[config.mk]
export PLATFORM = sky130hd
export DESIGN_NAME = rx_start_verifier
export DESIGN_NICKNAME = d
export VERILOG_FILES = /design/src/rtl/rsv_pkg.sv /design/src/rtl/rsv_sync.sv /design/src/rtl/rsv_pacer.sv /design/src/rtl/rsv_seq.sv /design/src/rtl/rx_start_verifier.sv
export SDC_FILE = /design/constraint.sdc
export NUM_CORES = 1
export LEC_CHECK = 0
export BUFFER_PORTS_ARGS = -buffer_cell sky130_fd_sc_hd__buf_2
export CORE_ASPECT_RATIO = 1.2
export CORE_UTILIZATION = 45
export CTS_BUF_LIST = sky130_fd_sc_hd__clkbuf_8
export DETAILED_ROUTE_END_ITERATION = 10
export PLACE_DENSITY = 0.75
export SYNTH_ARGS = -nofsm -noshare
export SYNTH_HDL_FRONTEND = slang
export SYNTH_SLANG_ARGS = --single-unit
[constraint.sdc]
create_clock -name clk -period 3.1 [get_ports clk]
set_input_delay 0.31 -clock clk [delete_from_list [all_inputs] [get_ports clk]]
set_output_delay 0.31 -clock clk [all_outputs]
set_load 0.01 [all_outputs]
[src/rtl/rsv_pkg.sv]
package rsv_pkg;
  // Smallest supported ratio is 2**RATIO_LOG_MIN (8x); ratio_sel adds to it.
  localparam int RATIO_LOG_MIN = 3;

  typedef enum logic [1:0] {
    ST_HUNT    = 2'd0,
    ST_CONFIRM = 2'd1,
    ST_BITS    = 2'd2
  } rsv_state_e;
endpackage

[src/rtl/rsv_sync.sv]
module rsv_sync #(
  parameter int STAGES = 2
) (
  input  logic clk,
  input  logic rst_n,
  input  logic d_in,
  output logic d_out
);
  logic [STAGES-1:0] chain;

  always_ff @(posedge clk or negedge rst_n) begin
    if (!rst_n) chain <= '1;
    else        chain <= {chain[STAGES-2:0], d_in};
  end

  assign d_out = chain[STAGES-1];
endmodule

[src/rtl/rsv_pacer.sv]
module rsv_pacer #(
  parameter int CNT_W = 6
) (
  input  logic             clk,
  input  logic             rst_n,
  input  logic             load,
  input  logic [CNT_W-1:0] load_val,
  output logic             expired
);
  logic [CNT_W-1:0] cnt;

  always_ff @(posedge clk or negedge rst_n) begin
    if (!rst_n)          cnt <= '0;
    else if (load)       cnt <= load_val;
    else if (cnt != '0)  cnt <= cnt - 1'b1;
  end

  assign expired = (cnt == '0);


  hold_zero_chk: assert property (@(posedge clk) disable iff (!rst_n)
    (expired && !load) |=> expired);
endmodule

[src/rtl/rsv_seq.sv]
module rsv_seq
  import rsv_pkg::*;
#(
  parameter int CNT_W = 6,
  parameter int DB_W  = 4,
  parameter int TOT_W = 4
) (
  input  logic             clk,
  input  logic             rst_n,
  input  logic             line_s,
  input  logic [1:0]       ratio_sel,
  input  logic [DB_W-1:0]  data_bits,
  input  logic             parity_en,
  input  logic             two_stop,
  input  logic             expired,
  output logic             load,
  output logic [CNT_W-1:0] load_val,
  output logic             samp_valid,
  output logic             samp_bit,
  output logic             char_active
);
  localparam logic [CNT_W-1:0] ONE = CNT_W'(1);

  rsv_state_e       state;
  logic             line_prev;
  logic [1:0]       sel_lat;
  logic [TOT_W-1:0] left;
  logic [TOT_W-1:0] total_lat;
  logic             fall;
  logic [TOT_W-1:0] total_cfg;
  logic [CNT_W-1:0] half_m1;
  logic [CNT_W-1:0] span_m1;

  assign fall      = line_prev & ~line_s;
  assign total_cfg = TOT_W'(data_bits) + TOT_W'(parity_en) + TOT_W'(1) + TOT_W'(two_stop);
  assign half_m1   = (ONE << (RATIO_LOG_MIN - 1 + int'(ratio_sel))) - ONE;
  assign span_m1   = (ONE << (RATIO_LOG_MIN + int'(sel_lat))) - ONE;

  always_comb begin
    load     = 1'b0;
    load_val = half_m1;
    case (state)
      ST_HUNT:    load = fall;
      ST_CONFIRM: begin
        load     = expired && !line_s;
        load_val = span_m1;
      end
      ST_BITS:    begin
        load     = expired && (left != TOT_W'(1));
        load_val = span_m1;
      end
      default:    load = 1'b0;
    endcase
  end

  always_ff @(posedge clk or negedge rst_n) begin
    if (!rst_n) begin
      state      <= ST_HUNT;
      line_prev  <= 1'b1;
      sel_lat    <= 2'd0;
      left       <= '0;
      total_lat  <= '0;
      samp_valid <= 1'b0;
      samp_bit   <= 1'b1;
    end else begin
      line_prev  <= line_s;
      samp_valid <= 1'b0;
      case (state)
        ST_HUNT: if (fall) begin
          sel_lat <= ratio_sel;
          state   <= ST_CONFIRM;
        end
        ST_CONFIRM: if (expired) begin
          if (!line_s) begin
            state     <= ST_BITS;
            left      <= total_cfg;
            total_lat <= total_cfg;
          end else begin
            state <= ST_HUNT;
          end
        end
        ST_BITS: if (expired) begin
          samp_valid <= 1'b1;
          samp_bit   <= line_s;
          if (left == TOT_W'(1)) state <= ST_HUNT;
          else                   left  <= left - 1'b1;
        end
        default: state <= ST_HUNT;
      endcase
    end
  end

  assign char_active = (state == ST_BITS);

  // Strobe tally used only by the count check below.
  logic [TOT_W-1:0] chk_cnt;
  always_ff @(posedge clk or negedge rst_n) begin
    if (!rst_n)                        chk_cnt <= '0;
    else if (samp_valid && !char_active) chk_cnt <= '0;
    else if (samp_valid)               chk_cnt <= chk_cnt + 1'b1;
  end


  strobe_count_chk: assert property (@(posedge clk) disable iff (!rst_n)
    (samp_valid && !char_active) |-> (chk_cnt + TOT_W'(1) == total_lat));


  strobe_single_chk: assert property (@(posedge clk) disable iff (!rst_n)
    samp_valid |=> !samp_valid);


  confirm_low_chk: assert property (@(posedge clk) disable iff (!rst_n)
    $rose(char_active) |-> !$past(line_s));


  strobe_in_char_chk: assert property (@(posedge clk) disable iff (!rst_n)
    samp_valid |-> $past(char_active));
endmodule

[src/rtl/rx_start_verifier.sv]
module rx_start_verifier #(
  parameter int MAX_DATA      = 9,
  parameter int MAX_RATIO_LOG = 6,
  parameter int SYNC_STAGES   = 2,
  localparam int DB_W  = $clog2(MAX_DATA + 1),
  localparam int TOT_W = $clog2(MAX_DATA + 4),
  localparam int CNT_W = MAX_RATIO_LOG
) (
  input  logic            clk,
  input  logic            rst_n,
  input  logic            rx_serial,
  input  logic [1:0]      ratio_sel,
  input  logic [DB_W-1:0] data_bits,
  input  logic            parity_en,
  input  logic            two_stop,
  output logic            samp_valid,
  output logic            samp_bit,
  output logic            char_active
);
  logic             line_s;
  logic             expired;
  logic             load;
  logic [CNT_W-1:0] load_val;

  rsv_sync #(.STAGES(SYNC_STAGES)) u_sync (
    .clk   (clk),
    .rst_n (rst_n),
    .d_in  (rx_serial),
    .d_out (line_s)
  );

  rsv_pacer #(.CNT_W(CNT_W)) u_pacer (
    .clk      (clk),
    .rst_n    (rst_n),
    .load     (load),
    .load_val (load_val),
    .expired  (expired)
  );

  rsv_seq #(.CNT_W(CNT_W), .DB_W(DB_W), .TOT_W(TOT_W)) u_seq (
    .clk         (clk),
    .rst_n       (rst_n),
    .line_s      (line_s),
    .ratio_sel   (ratio_sel),
    .data_bits   (data_bits),
    .parity_en   (parity_en),
    .two_stop    (two_stop),
    .expired     (expired),
    .load        (load),
    .load_val    (load_val),
    .samp_valid  (samp_valid),
    .samp_bit    (samp_bit),
    .char_active (char_active)
  );
endmodule

==> impl_metrics.tcl, run 1 <==
set metrics [dict create \
    synth_edf_count 0 \
    drc 0 \
    drive_gt1_share_pct 25.50 \
    portBuffers 13 \
    die_w_um 50.40 \
    drt_iter0_drc 49 \
    vias 1067 \
    numCtsBuffers 3 \
    vias_per_cell 5.863 \
    overflow 0 \
    min_path_type "primary input to flop" \
    timing.final.ws_setup_ps 262.6 \
    synthTopCellsByArea "dfrtp_1 30%, ha_1 12%, dfstp_2 8.3%" \
    die-area_mm2 0.003028 \
    clk_pin_slew_ps 80 \
    cts_tree "built" \
    io_pins 14 \
    dieHeight_um 60.08 \
    grt_max_degree 20 \
    worstSetupStartpointType "flop" \
    tightest_slew_ps 538.2 \
    synthMostInstantiatedCell "dfrtp_1" \
    synth_cell_types 46 \
    avgSynthCellArea_um2 9.730 \
    netlist_top_cells_count "15 x dfrtp_1, 14 x inv_1, 12 x ha_1" \
    ant_nets 0 \
    final-hold-violation-count 0 \
    core_area_mm2 0.002603 \
    totalWireLength_um 2624 \
    p_leak_uw 0.0006671 \
    cts_sinks 19 \
    post-route-period-util_pct 91.53 \
    path_class "flop to flop" \
    antenna_found_initial 0 \
    initial_core_util_pct 48.61 \
    row_count 20 \
    syn-cell-area_mm2 0.001265 \
    cts_max_path_buffers 2 \
    power.density_mw_per_mm2 973.1 \
    synth_flop_cell "dfrtp_1" \
    cp_data_required_time_ps 3270 \
    synthesis.instances 130 \
    first_pass_iters 4 \
    yosys_warnings 0 \
    peakVddDrop_mv 0.6633 \
    synth_top_area_share_pct 29.67 \
    dpl.hpwl_um 1997 \
    gp_congestion 0.9279 \
    synth.largest_area_cell "dfrtp_1" \
    finalMaxSlewViolations 0 \
    slew_headroom_pct 63.88 \
    grtUsageTotal_pct 20.29 \
    grt_pass1_vias 1028 \
    area_growth_pct 16.42 \
    max_freq_ghz 0.3524 \
    syn_nets 154 \
    crit_arrival_ps 3000 \
    period_needed_ps 2837 \
    h-tree-depth 1 \
    synth-async-reset-ratio_pct 100.0 \
    antenna_cells 0 \
    yosysSeqAreaShare_pct 37.98 \
    clock_skew_ps 3.276 \
    status "completed" \
    setup_viol 0 \
    avgRoutedWirePerCell_um 14.42 \
    grt_pass1_wl_um 4485 \
    filler_cell_count 237 \
    synth-seq-cells 19 \
    cap_violations 0 \
    dp_slack_ps 174.9 \
    endpoint_kind "flop" \
    setup_tns_ps 0 \
    clk_latency_ps 260 \
    fin_nets 174 \
    rsz0062_at_grt "no" \
    cts-root-buf "clkbuf_8" \
    critPathMaxFanout 6 \
]
[metal layers]
| layer | vias to the layer above | track usage [%] | share of wire, % |
|---|---|---|---|
| met5 | - | 0 | 0 |
| met4 | 0 | 11.90 | 4.4 |
| met3 | 15 | 3.308 | 6.1 |
| met2 | 47 | 34.29 | 49 |
| met1 | 498 | 24.36 | 40 |
| li1 | 507 | - | - |
[cells in the final DEF, fill, tap and decap left out, types with 2 or more instances in the layout]
cell type  count
dfstp_2        4
dfrtp_1       15
nand3_1        2
o21ai_0        9
buf_2         13
ha_1          12
nand2_1        6
nand3b_1       2
clkbuf_8       3
xnor2_1        3
nor3_1         5
mux2i_1        3
a21oi_1        6
nor2_1         8
buf_4          4
inv_1         14
a21oi_2        2
mux2_2         4
o31ai_1        3
[registers in the layout, summed over array words and instances, names as in the netlist]
| name | cells |
|---|---|
| u_seq.line_prev | 1 |
| u_seq.left | 4 |
| u_seq.sel_lat | 2 |
| u_seq.state | 2 |
| u_seq.samp_valid | 1 |
| u_pacer.cnt | 6 |
| u_sync.chain | 2 |
| u_seq.samp_bit | 1 |
[repair_timing]
item                                    4_1_cts  5_1_grt
hold endpoints to repair                     15        0
hold buffers                                  1        0
endpoints found under the setup margin        0        1
setup buffers                                 0        0
resized for setup                             0        4
[worst max-delay path, stage by stage (launching register included)]
cell and delay [ps]:
dfrtp_1 410, or4_4 600, nor3_4 240, a31oi_4 170
buf_4 200, a21oi_1 170, ha_1 200, mux2_2 330
o21ai_0 150, nor2_1 60, o32ai_1 210
[cell type report]
| class | instances | area, um^2 | area share (%) |
|---|---|---|---|
| clock buffer | 3 | 41.29 | 2.804 |
| clock inverter | 1 | 7.507 | 0.5098 |
| inverter | 14 | 52.55 | 3.568 |
| multi-input combinational | 94 | 744.5 | 50.55 |
| sequential | 19 | 480.5 | 32.63 |
| tap | 33 | 41.29 | 2.804 |
| timing repair buffer | 18 | 105.1 | 7.137 |
[worst paths after layout]
| kind | from | end | slack, ps | cells past startpoint |
|---|---|---|---|---|
| setup / recovery | u_pacer.cnt[1] | u_pacer.cnt[4] | 260 | 10 |
| hold / removal | rx_serial | u_sync.chain[0] | 140 | 1 |
| setup reg to reg | u_pacer.cnt[1] | u_pacer.cnt[4] | 260 | 10 |
| hold reg to reg | u_sync.chain[0] | u_sync.chain[1] | 360 | 0 |
| max in group asynchronous | rst_n | u_seq.samp_bit | 2270 | 2 |
| min in group asynchronous | rst_n | u_pacer.cnt[4] | 500 | 2 |
[cells by family after synthesis]
group	Yosys count	synth area share, %
AO/OA/AOI/OAI	35	18.00
XOR/XNOR	4	2.770
adder cells (fa/ha/maj)	13	13.45
buffers and inverters	17	5.143
flip-flops	19	37.98
multiplexers	8	7.121
AND/OR/NAND/NOR	34	15.53
[power by group]
group	switching, uW	total [uW]	internal, uW
registers	110	462	352
clock network	88.7	179	90.7
logic	434	792	358
[per-stage QoR]
| stage | area (um^2) | cells | utilization, % | power [uW] | hold WS (ps) |
|---|---|---|---|---|---|
| after global placement | 1389 | 177 | 53.37 | 1181 | 269.7 |
| after global routing | 1473 | 182 | 56.59 | 1561 | 129.0 |
| after floorplan | 1265 | 130 | - | 1007 | 14.41 |
| after detailed placement | 1389 | 177 | 53.37 | 1217 | 270.2 |
| final | 1473 | 182 | 56.59 | 1433 | 138.8 |
| after CTS | 1448 | 182 | 55.63 | 1411 | 135.6 |
No activity file was read; power rests on OpenSTA's default activity.
==> inputs of run 2 (changes only) <==
--- a/config.mk
+++ b/config.mk
@@ -6,7 +6,6 @@
 export NUM_CORES = 1
 export LEC_CHECK = 0
 export BUFFER_PORTS_ARGS = -buffer_cell sky130_fd_sc_hd__buf_2
-export CORE_ASPECT_RATIO = 1.2
 export CORE_UTILIZATION = 45
 export CTS_BUF_LIST = sky130_fd_sc_hd__clkbuf_8
 export DETAILED_ROUTE_END_ITERATION = 10
==> run 2 against run 1 <==
  * Setup slack got worse by 91 ps
  * Critical path depth unchanged
  * Fmax decreased by 3.1%
  * First-iteration DRC count decreased by 37%
  * Largest power group unchanged
==> impl_metrics.tcl, run 2 (synthesis gave the netlist of run 1 again) <==
set metrics [dict create \
    status "completed" \
    h-tree-depth 1 \
    hold_depth 1 \
    rr_worst_depth 10 \
    finalMaxSlewViolations 0 \
    cp.buffers_inverters 1 \
    clk_latency_ps 260 \
    r2r_end "u_pacer.cnt[4]" \
    antenna_found_initial 0 \
    critPathMaxFanout 7 \
    antenna_cells 0 \
    io_pins 14 \
    fin_nets 174 \
    cts_resized 0 \
    vias 1034 \
    path_class "flop to flop" \
    period_needed_ps 2929 \
    critPathTopFamily "simple AND/OR/NAND/NOR gates" \
    cts-root-buf "clkbuf_8" \
    setup_viol 0 \
    numCtsBuffers 3 \
    rsz0062_at_grt "no" \
    power.density_mw_per_mm2 976.1 \
    worstSetupStartpointType "flop" \
    crit_arrival_ps 3090 \
    grt_max_degree 20 \
    dpl.hpwl_um 2037 \
    cpPeakStageDelay_ps 590 \
    first_pass_iters 4 \
    path_cells "or4_4 -> nor3_2 -> a31oi_1 -> buf_4 -> a21oi_1 -> ha_1 -> mux2_2 -> o21ai_0 -> nor2_1 -> o32ai_1" \
    endpoint_kind "flop" \
    cp_data_required_time_ps 3260 \
    min_path_type "primary input to flop" \
    overflow 0 \
    rrSetupSlack_ps 170 \
    clock_skew_ps 2.972 \
    row_count 18 \
    dp_slack_ps 218.6 \
    drive_gt1_share_pct 24.16 \
    r2r-start "u_pacer.cnt[1]" \
    gp_congestion 0.8478 \
    final-hold-violation-count 0 \
    post-route-period-util_pct 94.47 \
    cp_slowest_cell "or4_4" \
    hold_path_end "u_sync.chain[0]" \
    p_leak_uw 0.0006668 \
    drc 0 \
    ant_nets 0 \
    timing.final.ws_setup_ps 171.4 \
    min-delay-start "rx_serial" \
    layout_common_cells "15 x dfrtp_1, 14 x inv_1, 13 x buf_2" \
    cts_tree "built" \
    multi_input_area_um2 719.4 \
    portBuffers 13 \
    peakVddDrop_mv 0.6394 \
    dieHeight_um 55.02 \
    avgRoutedWirePerCell_um 14.66 \
    max_freq_ghz 0.3415 \
    die_w_um 55.02 \
    tightest_slew_ps 528.6 \
    slew_headroom_pct 64.52 \
    grtUsageTotal_pct 20.55 \
    cts_max_path_buffers 2 \
    largest_reg_flops 6 \
    die-area_mm2 0.003027 \
    cts_sinks 19 \
    cap_violations 0 \
    totalWireLength_um 2625 \
    clk_pin_slew_ps 70 \
    core_area_mm2 0.002567 \
    filler_cell_count 245 \
    regMostFlops "u_pacer.cnt" \
    setup_tns_ps 0 \
    seqCellArea_um2 480.5 \
    final_common_cell "dfrtp_1" \
    drt_iter0_drc 31 \
    grt_pass1_vias 992 \
    area_growth_pct 14.14 \
    grt_pass1_wl_um 4326 \
    top_regs "u_pacer.cnt x6, u_seq.left x4" \
    vias_per_cell 5.777 \
    initial_core_util_pct 49.27 \
]
-- run 2: routing by layer --
layer	vias up	global-route usage, %	wire length (um)
li1	510	-	-
met1	499	25.64	1199
met2	23	34.94	1311
met5	-	0	0
met4	0	5.417	19
met3	2	5.464	94
-- run 2: report_power, final --
| group | total, uW | switching [uW] | leakage [uW] | internal [uW] |
|---|---|---|---|---|
| Sequential | 460 | 109 | 0.000225 | 352 |
| Combinational | 769 | 419 | 0.000420 | 351 |
| Clock | 180 | 88.7 | 0.0000217 | 90.9 |
| Total | 1410 | 616 | 0.000667 | 793 |
-- run 2: worst max-delay path by stage --
stage	cells past startpoint	to	from	slack [ps]
floorplan	13	u_pacer.cnt[4]	u_seq.state[0]	320
global placement	10	u_pacer.cnt[4]	u_pacer.cnt[1]	350
detailed placement	10	u_pacer.cnt[4]	u_pacer.cnt[1]	220
CTS	10	u_pacer.cnt[4]	u_pacer.cnt[1]	190
global route	10	u_pacer.cnt[4]	u_pacer.cnt[1]	20
finish	10	u_pacer.cnt[4]	u_pacer.cnt[1]	170
-- run 2: cell type report --
type,instances,area share [%]
well taps,30,2.600
clock buffers,3,2.860
inverters,14,3.640
flip-flops and latches,19,33.28
repair buffers,18,7.279
multi-input cells,94,49.83
clock inverters,1,0.5199
-- run 2: metrics by stage --
stage | cell area [um^2] | hold slack (ps) | utilization [%] | power (uW) | cells
floorplan | 1265 | 14.41 | - | 1007 | 130
global placement | 1385 | 268.9 | 53.95 | 1180 | 174
detailed placement | 1385 | 261.2 | 53.95 | 1217 | 174
CTS | 1444 | 134.7 | 56.24 | 1407 | 179
global route | 1444 | 134.9 | 56.24 | 1525 | 179
finish | 1444 | 138.4 | 56.24 | 1409 | 179
-- run 2: what timing repair did --
action | in CTS | in global routing
buffers inserted | 0 | 0
setup endpoints to repair | 0 | 0
hold buffers | 1 | 0
endpoints found under the hold margin | 15 | 0
